[src/rtl/pam4_prec_pkg.sv]
package pam4_prec_pkg;

    typedef logic [1:0] lvl_t;

    localparam int PRBS_W = 9;

    typedef logic [PRBS_W-1:0] prbs_t;

    typedef struct packed {
        prbs_t state;
        lvl_t  idx;
    } prbs_step_t;

    typedef struct packed {
        lvl_t sym;
        logic term;
    } slot_t;

    // (d - prev) mod 4; the 2-bit wrap does the modulo
    function automatic lvl_t precode(lvl_t d, lvl_t prev);
        return lvl_t'(d - prev);
    endfunction

    // one PRBS9 bit: feedback x^9 + x^5 + 1
    function automatic logic prbs_bit(prbs_t s);
        return s[8] ^ s[4];
    endfunction

    // advance two bits; first bit becomes index MSB
    function automatic prbs_step_t prbs_adv2(prbs_t s);
        prbs_step_t r;
        logic b1, b2;
        prbs_t s1;
        b1 = prbs_bit(s);
        s1 = {s[PRBS_W-2:0], b1};
        b2 = prbs_bit(s1);
        r.state = {s1[PRBS_W-2:0], b2};
        r.idx   = {b1, b2};
        return r;
    endfunction

endpackage

[src/rtl/pam4_blk_counter.sv]
module pam4_blk_counter #(
    parameter int BLK_LEN = 255
) (
    input  logic clk,
    input  logic rst,
    input  logic adv_data,
    input  logic adv_term,
    output logic term_slot
);
    localparam int CW = $clog2(BLK_LEN + 1);

    logic [CW-1:0] cnt;

    assign term_slot = (cnt == CW'(BLK_LEN));

    always_ff @(posedge clk) begin
        if (rst)
            cnt <= '0;
        else if (adv_term)
            cnt <= '0;
        else if (adv_data)
            cnt <= cnt + 1'b1;
    end
endmodule

[src/rtl/pam4_term_gen.sv]
module pam4_term_gen
    import pam4_prec_pkg::*;
#(
    parameter prbs_t SEED = 9'h1FF
) (
    input  logic clk,
    input  logic rst,
    input  logic step,
    output lvl_t term_idx
);
    prbs_t      state;
    prbs_step_t nxt;

    generate
        if (SEED == '0) begin : g_seed_fix
            localparam prbs_t SEED_USE = prbs_t'(1);
            always_ff @(posedge clk) begin
                if (rst)       state <= SEED_USE;
                else if (step) state <= nxt.state;
            end
        end else begin : g_seed_ok
            always_ff @(posedge clk) begin
                if (rst)       state <= SEED;
                else if (step) state <= nxt.state;
            end
        end
    endgenerate

    always_comb begin
        nxt      = prbs_adv2(state);
        term_idx = nxt.idx;
    end
endmodule

[src/rtl/pam4_mod_precoder.sv]
module pam4_mod_precoder
    import pam4_prec_pkg::*;
(
    input  logic clk,
    input  logic rst,
    input  lvl_t d_in,
    input  logic load,
    input  lvl_t load_val,
    output lvl_t p_out
);
    lvl_t mem;

    assign p_out = precode(d_in, mem);

    always_ff @(posedge clk) begin
        if (rst)       mem <= '0;
        else if (load) mem <= load_val;
    end
endmodule

[src/rtl/pam4_term_precoder.sv]
module pam4_term_precoder
    import pam4_prec_pkg::*;
#(
    parameter int    BLK_LEN = 255,
    parameter prbs_t SEED    = 9'h1FF
) (
    input  logic       clk,
    input  logic       rst,
    input  logic       in_valid,
    output logic       in_ready,
    input  logic [1:0] in_sym,
    output logic       out_valid,
    input  logic       out_ready,
    output logic [1:0] out_sym,
    output logic       out_term
);
    logic  term_slot;
    logic  xfer;
    lvl_t  term_idx;
    lvl_t  pre_sym;
    slot_t slot;

    assign xfer = out_valid && out_ready;

    pam4_blk_counter #(.BLK_LEN(BLK_LEN)) u_cnt (
        .clk       (clk),
        .rst       (rst),
        .adv_data  (xfer && !term_slot),
        .adv_term  (xfer && term_slot),
        .term_slot (term_slot)
    );

    pam4_term_gen #(.SEED(SEED)) u_term (
        .clk      (clk),
        .rst      (rst),
        .step     (xfer && term_slot),
        .term_idx (term_idx)
    );

    pam4_mod_precoder u_prec (
        .clk      (clk),
        .rst      (rst),
        .d_in     (in_sym),
        .load     (xfer),
        .load_val (slot.sym),
        .p_out    (pre_sym)
    );

    always_comb begin
        slot.term = term_slot;
        slot.sym  = term_slot ? term_idx : pre_sym;
    end

    assign out_valid = term_slot ? 1'b1 : in_valid;
    assign in_ready  = term_slot ? 1'b0 : out_ready;
    assign out_sym   = slot.sym;
    assign out_term  = slot.term;
endmodule

[config.mk]
export PLATFORM = sky130hd
export DESIGN_NAME = pam4_term_precoder
export DESIGN_NICKNAME = d
export VERILOG_FILES = /design/src/rtl/pam4_prec_pkg.sv /design/src/rtl/pam4_blk_counter.sv /design/src/rtl/pam4_term_gen.sv /design/src/rtl/pam4_mod_precoder.sv /design/src/rtl/pam4_term_precoder.sv
export SDC_FILE = /design/constraint.sdc
export NUM_CORES = 1
export LEC_CHECK = 0
export ABC_AREA = 1
export BUFFER_PORTS_ARGS = -buffer_cell sky130_fd_sc_hd__buf_2
export CAP_MARGIN = 20
export CORE_ASPECT_RATIO = 1.2
export CORE_MARGIN = 5
export CORE_UTILIZATION = 35
export DETAILED_ROUTE_END_ITERATION = 16
export PLACE_DENSITY = 0.61
export REMOVE_ABC_BUFFERS = 1
export SYNTH_ARGS = -nofsm -noshare
export SYNTH_HDL_FRONTEND = slang
export SYNTH_SLANG_ARGS = --single-unit
[constraint.sdc]
create_clock -name clk -period 2.8 [get_ports clk]
set_input_delay 0.28 -clock clk [delete_from_list [all_inputs] [get_ports clk]]
set_output_delay 0.28 -clock clk [all_outputs]
set_load 0.01 [all_outputs]
* Word-level counts from Yosys, hierarchy flattened
Index checks and enable logic that the tools add are counted.
** Storage, ports and cells
- Register bits :: 19
- Input bits :: 6
- Output and inout bits :: 5
** Operators by class
- $add $sub $neg :: 2
- Equality and inequality tests :: 1
- Multiplexer cells :: 3
- Bitwise gates (word level) :: 2
- Reductions and logical operators :: 5
** Operator list (count)
- 8-bit by 1-bit adder with 8-bit output, second input constant :: 1
- 8-bit equality test, second input constant :: 1
- 1-bit logical AND :: 3
- 1-bit two-way mux :: 2
- 2-bit two-way mux :: 1
- 2-bit OR reduction :: 1
- 2-bit subtractor :: 1
- 1-bit XOR :: 2
- 1-bit logical NOT :: 1

* Longest topological paths before layout
Gate-level depths: netlist of run 1.
- Word-level depth :: 5
- Depth in mapped cells :: 10
- Mapped depth without buffers :: 10

* Hierarchy
From an unflattened synthesis of run 1, not the netlist that was laid out.
** Second synthesis, totals
- Cell total of the unflattened synthesis :: 136
- Area total of the unflattened synthesis :: 920.9 µm²
** Modules (own cells, without submodules)
- pam4_blk_counter :: instances 1, cells an instance 53, area an instance 380.4 µm², seq. area each 160.2 µm²
- pam4_term_gen :: instances 1, cells an instance 45, area an instance 350.3 µm², seq. area each 180.2 µm²
- pam4_mod_precoder :: instances 1, cells an instance 21, area an instance 126.4 µm², seq. area each 40.0 µm²
- pam4_term_precoder :: instances 1, cells an instance 17, area an instance 63.8 µm², seq. area each 0.0 µm²

* Least setup slack after synthesis of run 1
Ideal clock, no wire load.
- Path kind :: reg-to-reg
- Start point :: register u_cnt.cnt[0]
- End point :: register u_term.state[0]
- Setup time :: 0.135 ns
- Arrival time :: 1.228 ns
- Required time :: 2.665 ns
- Slack :: 1.437 ns
- Cell stages (with the launch flop) :: 10
- Path buffers :: 1
- Period minus slack after synthesis :: 1.363 ns
- Cell sequence :: dfxtp_1 ha_1 nand2_2 nor2_4 nand2_4 clkinv_2 nand2_2 buf_6 nand2_1 o211ai_2
** On the way
- Cells in the longest elaborated chain, start to end :: 4
** RTL lines
- start, declared :: line pam4_blk_counter.sv:12 : logic [CW-1:0] cnt;
- start signal, assigned :: line pam4_blk_counter.sv:22 : cnt <= cnt + 1'b1;
- 8-bit equality test (*) :: line pam4_blk_counter.sv:14 : assign term_slot = (cnt == CW'(BLK_LEN));
- via out_term :: line pam4_term_precoder.sv:15 : output logic out_term
- 1-bit two-way mux :: line pam4_term_precoder.sv:54 : assign out_valid = term_slot ? 1'b1 : in_valid;
- 1-bit logical AND :: line pam4_term_precoder.sv:23 : assign xfer = out_valid && out_ready;
- 1-bit logical AND (*) :: line pam4_term_precoder.sv:36 : .step (xfer && term_slot),
- end signal, assigned :: line pam4_term_gen.sv:24 : else if (step) state <= nxt.state;
- end, declared :: line pam4_term_gen.sv:11 : prbs_t state;
The timed path passes the listed nets; every way through them passes the cells marked *.
A chain may end at the register's enable or synchronous reset.

* Worst setup path after layout of run 1
- Start point :: register u_cnt.cnt[0]
- End point :: output port out_sym[0]
** On the way
- Cells in the longest elaborated chain, start to end :: 2
** RTL lines
- 8-bit equality test :: line pam4_blk_counter.sv:14
- 2-bit two-way mux :: line pam4_term_precoder.sv:51 : slot.sym = term_slot ? term_idx : pre_sym;
- end, declared :: line pam4_term_precoder.sv:14 : output logic [1:0] out_sym,
Every way passes these cells.

==> key figures, run 1 <==
Status
  – Status: finished, final reports clean

Synth
  – Top-area cell type share of the netlist area: 39.48%
  – Cells after Synth: 140
  – Cell variety after synth: 22
  – Seq/Total Area, Yosys: 39.48%
  – Yosys synthesis warning count: 0
  – Mapped cell area: 963.4 um^2
  – Flops & latches, synth: 19
  – Mapped Avg Cell Area: 6.882 um^2
  – Area leader, netlist: dfxtp_1
  – Synth top area cells: dfxtp_1, nand2_1, nand3_1

Drt
  – Pre-antenna DRT Iters: 4
  – Via/cell ratio: 4.530
  – DRC viols: 0
  – DRT iter0 DRCs: 10
  – Final wirelength: 1.797 mm
  – ANT nets after route: 0
  – Drt wl/cell: 9.714 um
  – Via count: 838

Setup path
  – Critical path peak fanout: 7
  – Critical Path Max Stage Delay: 380 ps
  – CP Launch Type: register
  – Buf+Inv Stages, Crit Path: 1
  – Crit end category: output pin
  – Critical path class: reg -> out
  – Crit path DAT: 1510 ps
  – Crit-path leading delay family: flip-flops
  – Crit-path slowest cell: dfxtp_1
  – CP Cell Sequence: ha_1, nand2_2, nor2_4, nand2_4, o21ai_1, buf_2
  – Critical Path RT: 2520 ps

Global route
  – First-pass GRT wire length: 3.256 mm
  – Pin count of the biggest net entering global routing: 13
  – Vias in the first global route: 795
  – Initial antenna violation count: 0
  – GRT Residual Overflow: 0
  – Total global-route track usage: 10.73%

Power
  – P_int: 344.5 uW
  – PwrDens: 420.0 mW/mm^2
  – Flop pwr share: 61.6%
  – Leakage Power: 0.0005419 uW
  – Switching Share: 23.04%
  – Clock power share: 28.8%
  – VDD IR max: 0.2400 mV
  – Comb pwr share: 9.5%
  – Net load switching power: 103.2 uW

Timing
  – Actual slew at the worst max-slew pin: 358.2 ps
  – Final min period: 1790 ps
  – Worst-case clock skew: 11.57 ps
  – Max Fclk: 0.5585 GHz
  – Setup TNS: 0 ps
  – Final Setup Violations: 0
  – Final Worst Setup Slack: 1010 ps
  – RSZ-0062 raised after global routing: no
  – Hold Fails Final Rpt: 0
  – Slew Limit Fails: 0
  – Slew margin rel.: 76.09%
  – Final period util: 63.94%

CTS
  – Hold buffer count at CTS: 0
  – Clk slew on worst S/H paths: 100 ps
  – H-tree levels: 1
  – Total CTS buffers: 3
  – TritonCTS sink count: 19
  – Root buf cell: clkbuf_4
  – Clock Latency Late Sink: 290 ps
  – CTS resizes: 0
  – Setup bufs post-CTS: 0
  – CTS tree: yes
  – Max Root-Sink Buffers: 2

Cells and area
  – Area growth syn-to-layout: 10.65%
  – Final instance area: 0.001066 mm^2
  – Fin nets: 161
  – Ant diodes: 0
  – Share of layout cells above drive strength 1: 15.79%

Die
  – Starting density of the core: 37.38%
  – I/O pin count: 11
  – Die footprint: 0.003906 mm^2
  – Die extent in y: 67.48 um
  – Core Area: 0.002577 mm^2
  – Die width: 57.90 um
  – Row cnt: 20

Hold path
  – Min-Delay Path Class: in -> reg

Flow run
  – Max-Cap Viols: 0

Place
  – Gp weighted congestion: 0.7840
  – Pre-CTS WS: 1220 ps
  – Area after DPL: 0.001040 mm^2
  – DP Wirelength: 1.399 mm
  – Number of port buffers: 10
-- layout make-up --
class	instances	area [um^2]
Fill cell	267	1511
Inverter	16	61.31
Clock buffer	4	26.28
Multi-Input combinational cell	103	506.7
Sequential cell	19	380.4
Tap cell	33	41.29
Timing Repair Buffer	10	50.05
-- synthesized netlist by cell type, drive strengths merged --
master and instances:
xor2 4, nor2 9, buf 1, a21oi 8
nand3 13, ha 2, inv 15, clkinv 1
clkbuf 1, nand3b 2, dfxtp 19, nand2 61
xnor2 1, o21ai 2, o211ai 1
-- cell usage in the layout (no fill, tap or decap) --
master / netlist / final
nand2_1: 57 / 57
dfxtp_1: 19 / 19
inv_1: 14 / 14
nand3_1: 12 / 12
buf_2: 0 / 10
a21oi_1: 8 / 8
nor2_1: 6 / 6
xor2_1: 4 / 4
nand2_2: 3 / 3
clkbuf_4: 0 / 3
nor2_2: 2 / 2
nand3b_1: 2 / 2
ha_1: 2 / 2
xnor2_1: 1 / 1
nor2_4: 1 / 1
nand2_4: 1 / 1
o21ai_1: 1 / 1
clkinv_2: 1 / 1
nand3_2: 1 / 1
o21ai_0: 1 / 1
inv_2: 1 / 1
o211ai_2: 1 / 1
clkbuf_1: 1 / 1
-- cell families after synthesis --
logic type	synth area share [%]
compound gates	6.492
flops	39.48
buf+inv	7.921
xor+xnor	4.545
simple gates	38.96
fa+ha+maj	2.597
-- flip-flops by register name, summed over array words and instances (netlist names) --
name / count
u_cnt.cnt: 8
u_prec.mem: 2
u_term.state: 9
-- path summary, 6_finish.rpt --
path                   start              end  slack, ps  cells past startpoint
max             u_cnt.cnt[0]       out_sym[0]       1010                      6
min                      rst  u_term.state[0]        360                      3
max reg2reg     u_cnt.cnt[0]     u_cnt.cnt[5]       1220                      8
min reg2reg  u_term.state[2]  u_term.state[4]        470                      2
-- worst reg2reg max path: cells and delay by family, from the launching register on --
| kind | cells | cell delay (ps) |
|---|---|---|
| buffers and inverters | 1 | 80 |
| adders and majority gates | 1 | 230 |
| AOI/OAI and AO/OA | 1 | 180 |
| and+or+nand+nor | 5 | 680 |
| DFF | 1 | 340 |
-- stage by stage --
step / std cells / util (%) / total power, uW / hold WS (ps)
after floorplan: 138 / - / 309.1 / 429.2
after global placement: 181 / 40.34 / 324.2 / 442.6
after detailed placement: 181 / 40.34 / 325.6 / 451.3
after CTS: 185 / 41.36 / 457.5 / 362.7
after global routing: 185 / 41.36 / 483.7 / 385.6
final: 185 / 41.36 / 447.7 / 362.9
-- power by group through the flow --
| stage | sequential (uW) | combinational, uW | clock [uW] |
|---|---|---|---|
| after floorplan | 282 | 27.4 | 0 |
| after global placement | 282 | 42.1 | 0 |
| after detailed placement | 282 | 43.2 | 0 |
| after CTS | 276 | 43.4 | 138 |
| after global routing | 277 | 49.5 | 157 |
| final | 276 | 42.5 | 129 |
-- metal layers --
metal | track usage [%] | part of all wire [%]
met4 | 5.217 | 1.1
met3 | 2.294 | 1.6
met5 | 0 | 0
met2 | 19.92 | 51
met1 | 11.38 | 46
No activity file was read; power rests on OpenSTA's default activity.
==> run 2: changes to the inputs <==
clock period = 1.7 ns   (was 2.8 ns; I/O delays follow)
==> key figures, run 2 (synthesis results as in run 1) <==
Drt
  – Via count: 890
  – Pre-antenna DRT Iters: 4
  – Drt wl/cell: 10.13 um
  – Via/cell ratio: 4.660
  – DRC viols: 0
  – DRT iter0 DRCs: 32
  – ANT nets after route: 0
  – Final wirelength: 1.935 mm

Timing
  – Slew Limit Fails: 0
  – Worst-case clock skew: 2.210 ps
  – Actual slew at the worst max-slew pin: 348.9 ps
  – Final Setup Violations: 0
  – Final min period: 1610 ps
  – Max Fclk: 0.6212 GHz
  – Slew margin rel.: 76.57%
  – Setup TNS: 0 ps
  – Worst hold slack: 239.9 ps
  – Hold Fails Final Rpt: 0
  – RSZ-0062 raised after global routing: yes
  – Final period util: 94.70%

Global route
  – Total global-route track usage: 10.45%
  – Initial antenna violation count: 0
  – First-pass GRT wire length: 3.174 mm
  – Met2 usage: 18.36%
  – M3 GR Usage: 1.721%
  – Most used routing layer: met2
  – GRT Residual Overflow: 0
  – Vias in the first global route: 760
  – Pin count of the biggest net entering global routing: 13
  – Met1 usage: 12.18%

Die
  – Die width: 57.90 um
  – Core Area: 0.002577 mm^2
  – Starting density of the core: 37.38%
  – Die footprint: 0.003906 mm^2
  – I/O pin count: 11
  – Row cnt: 20
  – Die extent in y: 67.48 um

Cells and area
  – Final core occ: 44.51%
  – Largest Register: u_term.state
  – Share of layout cells above drive strength 1: 23.42%
  – Most frequent cells in the layout: nand2_1, dfxtp_1, inv_1
  – Max FFs per register: 9
  – Fin nets: 167
  – Area growth syn-to-layout: 19.09%
  – Ant diodes: 0
  – Commonest non-fill, non-tap cell in the layout: nand2_1
  – Final instance area: 0.001147 mm^2
  – Top Registers: u_term.state x9, u_cnt.cnt x8, u_prec.mem x2
  – Fillers: 265

CTS
  – Clk slew on worst S/H paths: 110 ps
  – Total CTS buffers: 3
  – H-tree levels: 1
  – Root buf cell: clkbuf_4
  – Hold buffer count at CTS: 0
  – Max Root-Sink Buffers: 2
  – TritonCTS sink count: 19
  – CTS tree: yes
  – Clock Latency Late Sink: 290 ps

Setup path
  – Critical path class: reg -> out
  – Crit path launch: u_cnt.cnt[1]
  – Crit end category: output pin
  – CP Launch Type: register
  – Flop2flop setup slack: 170 ps
  – Crit path DAT: 1440 ps
  – Reg2reg start: u_cnt.cnt[1]
  – R2R Path End: u_cnt.cnt[1]
  – Critical Path RT: 1530 ps
  – Critical path peak fanout: 7
  – Worst Reg-to-Reg Cells: 8

Power
  – Clock power share: 29.1%
  – Leakage Power: 0.0005923 uW
  – Net load switching power: 186.7 uW
  – Switching Share: 24.64%
  – VDD IR max: 0.4569 mV
  – Flop pwr share: 60.0%
  – Comb pwr share: 10.9%
  – P_int: 570.9 uW
  – PwrDens: 660.3 mW/mm^2

Hold path
  – Hold Path Depth: 4
  – Worst hold path endpoint: u_term.state[0]
  – Min-Delay Path Class: in -> reg
  – Hold Startpoint: rst

Place
  – Gp weighted congestion: 0.8285
  – Area after DPL: 0.001047 mm^2
  – Number of port buffers: 10
  – DP Wirelength: 1.403 mm

Flow run
  – Max-Cap Viols: 0

Status
  – Status: finished, final reports clean
[run 2: cell types whose count changed in the layout (fill, tap and decap cells not counted), sizes merged]
| cell | delta |
|---|---|
| buf | +6 |
| clkbuf | -1 |
| inv | +1 |
[run 2: how the worst max path moves through the flow]
stage | end | slack, ps | cells after the start
floorplan | u_cnt.cnt[0] | 300 | 8
global placement | u_cnt.cnt[4] | 180 | 8
detailed placement | u_cnt.cnt[1] | 110 | 8
CTS | out_sym[1] | 8 | 8
global route | out_sym[0] | -20 | 6
finish | out_sym[1] | 90 | 8
[run 2: timing repair]
action | 4_1_cts | 5_1_grt
pin swaps | 0 | 4
setup endpoints to repair | 2 | 4
buffers inserted | 1 | 4
endpoints found under the hold margin | 0 | 0
gates resized for setup | 4 | 7
[run 2: power by group through the flow]
stage | logic (uW) | clock network, uW | registers [uW]
after global placement | 70.4 | 0 | 465
after detailed placement | 71.7 | 0 | 465
after global routing | 91.9 | 252 | 455
final | 82.6 | 221 | 454
after CTS | 77.1 | 235 | 455
after floorplan | 45.2 | 0 | 464
[run 2: worst max-delay path, stage by stage (launching register included)]
cell and delay (ps):
dfxtp_4 390, ha_4 160, nand2_4 60, nor2_4 140
nand2_4 100, inv_4 70, nand2_2 40, nand2_2 60
buf_2 130
[run 2: area by class of cell]
class	count	area, um^2	area share, %
Multi-Input combinational cell	103	533.0	46.46
Inverter	16	62.56	5.453
Clock buffer	3	22.52	1.963
Timing Repair Buffer	16	95.09	8.288
Sequential cell	19	387.9	33.81
Tap cell	33	41.29	3.599
Clock inverter	1	5.005	0.4362
[run 2: per-stage QoR]
stage | instances | total power [uW] | worst slack [ps]
5_1_grt | 191 | 799.0 | -24.24
6_report | 191 | 757.6 | 90.14
4_1_cts | 187 | 766.5 | 7.834
3_3_place_gp | 182 | 534.9 | 181.8
3_5_place_dp | 182 | 536.8 | 105.1
2_1_floorplan | 138 | 509.2 | 299.9
[run 2: routing by layer]
metal | part of all wire, % | routed length [um]
met1 | 42 | 822
met2 | 53 | 1035
met3 | 3.0 | 59
met4 | 0.93 | 18
met5 | 0 | 0
==> run 3: changes to the inputs <==
ABC_CLOCK_PERIOD_IN_PS = 1700   (was not set)
CORE_ASPECT_RATIO = 1.1   (was 1.2)
==> key figures, run 3 (synthesis results as in run 1) <==
Status
  – Status: finished, final reports clean

Drt
  – Drt wl/cell: 9.878 um
  – Met3 wirelength from detailed routing: 42 um
  – DRC viols: 0
  – ANT nets after route: 0
  – Pre-antenna DRT Iters: 6
  – Via count: 867
  – Final wirelength: 1.867 mm
  – Max Used Layer: met4
  – Via/cell ratio: 4.587
  – Met1 WL: 851 um
  – Met2 WL: 959 um
  – DRT iter0 DRCs: 27

Hold path
  – Hold Startpoint: rst
  – Min-Delay Path Class: in -> reg

Global route
  – Vias in the first global route: 792
  – Total global-route track usage: 10.43%
  – Initial antenna violation count: 0
  – Pin count of the biggest net entering global routing: 13
  – First-pass GRT wire length: 3.243 mm
  – GRT Residual Overflow: 0

Cells and area
  – Fillers: 289
  – Ant diodes: 0
  – Storage cell area: 385.4 um^2
  – Max FFs per register: 9
  – Top Registers: u_term.state x9, u_cnt.cnt x8, u_prec.mem x2
  – Most frequent cells in the layout: nand2_1, dfxtp_1, inv_1
  – Area of the multi-input gates: 519.2 um^2
  – Commonest non-fill, non-tap cell in the layout: nand2_1
  – Final core occ: 41.25%
  – Largest Register: u_term.state
  – Share of layout cells above drive strength 1: 20.51%
  – Area growth syn-to-layout: 15.71%
  – Fin nets: 165

Place
  – Gp weighted congestion: 0.8334
  – DP Wirelength: 1.397 mm
  – Number of port buffers: 10
  – Pre-CTS WS: 121.5 ps

Setup path
  – Buf+Inv Stages, Crit Path: 2
  – Reg2reg start: u_cnt.cnt[1]
  – Critical path peak fanout: 7
  – Critical Path Most Common Cell: nand2_1
  – CP Launch Type: register
  – CP Cell Sequence: ha_4, nand2_2, nor2_4, nand2_4, clkinv_2, nand2_1, nand2_1, buf_2
  – Critical Path RT: 1530 ps
  – Crit-path leading delay family: simple AND/OR/NAND/NOR gates
  – Crit end category: output pin
  – Critical Path Max Stage Delay: 370 ps
  – Crit path DAT: 1450 ps
  – Crit path launch: u_cnt.cnt[0]
  – Crit-path slowest cell: dfxtp_2
  – Critical path class: reg -> out

Timing
  – Worst-case clock skew: 1.464 ps
  – Actual slew at the worst max-slew pin: 319.2 ps
  – Max Fclk: 0.6192 GHz
  – Final min period: 1615 ps
  – Final Worst Setup Slack: 84.95 ps
  – Worst hold slack: 262.3 ps
  – Hold Fails Final Rpt: 0
  – Final period util: 95.00%
  – Slew margin rel.: 78.69%
  – Slew Limit Fails: 0
  – Final Setup Violations: 0

Power
  – PwrDens: 672.9 mW/mm^2
  – VDD IR max: 0.4760 mV
  – Tot Pwr: 750.2 uW
  – Leakage Power: 0.0005631 uW

CTS
  – TritonCTS sink count: 19
  – Root buf cell: clkbuf_4
  – Max Root-Sink Buffers: 2
  – Clk slew on worst S/H paths: 100 ps
  – H-tree levels: 1
  – Clock Latency Late Sink: 290 ps
  – Hold buffer count at CTS: 0
  – CTS tree: yes
  – Total CTS buffers: 3

Die
  – Row cnt: 20
  – Die footprint: 0.003903 mm^2
  – I/O pin count: 11
  – Starting density of the core: 35.65%
  – Core Area: 0.002703 mm^2
  – Die width: 60.03 um
  – Die extent in y: 65.03 um

Flow run
  – Max-Cap Viols: 0
-- run 3: cell count changes in the layout (fill, tap and decap cells not counted), sizes merged --
cell | before | now
clkinv | 1 | 2
inv | 16 | 15
buf | 16 | 14
-- run 3: stage by stage --
stage                     setup TNS, ps  instances  area, um^2
after floorplan                       0        138       948.4
after global placement                0        182        1047
after detailed placement              0        182        1047
after CTS                             0        186        1080
after global routing             -4.113        189        1115
final                                 0        189        1115
-- run 3: final cells by class --
type | instances | area share [%]
multi-input combinational | 103 | 46.58
clock buffer | 3 | 2.020
inverter | 16 | 5.499
timing repair buffer | 14 | 7.183
clock inverter | 1 | 0.4489
sequential | 19 | 34.57
tap | 33 | 3.704
-- run 3: path summary, 6_finish.rpt --
check / to / slack (ps) / cells past startpoint
setup / recovery: out_sym[1] / 80 / 8
hold / removal: u_term.state[0] / 260 / 4
setup reg to reg: u_cnt.cnt[0] / 180 / 8
hold reg to reg: u_term.state[4] / 460 / 2
-- run 3: report_power, final --
| group | internal (uW) | switching [uW] | total, uW |
|---|---|---|---|
| Combinational | 30.0 | 46.3 | 76.3 |
| Clock | 87.4 | 132 | 219 |
| Sequential | 450 | 4.71 | 455 |
-- run 3: timing repair --
action | CTS | global route
pin swaps | 0 | 3
endpoints found under the setup margin | 2 | 5
resized for setup | 3 | 2
cloned | 0 | 0
setup buffers | 0 | 3
-- run 3: tightest hold or removal path: cells and delay by family --
family                 cells  cell delay (ps)
AO/OA/AOI/OAI              1               70
buffers and inverters      3              280
-- run 3: routing by layer --
metal | GRT usage, % | up-vias
met2 | 17.57 | 10
li1 | - | 467
met3 | 1.793 | 2
met4 | 4.155 | 0
met5 | 0 | -
met1 | 12.80 | 388
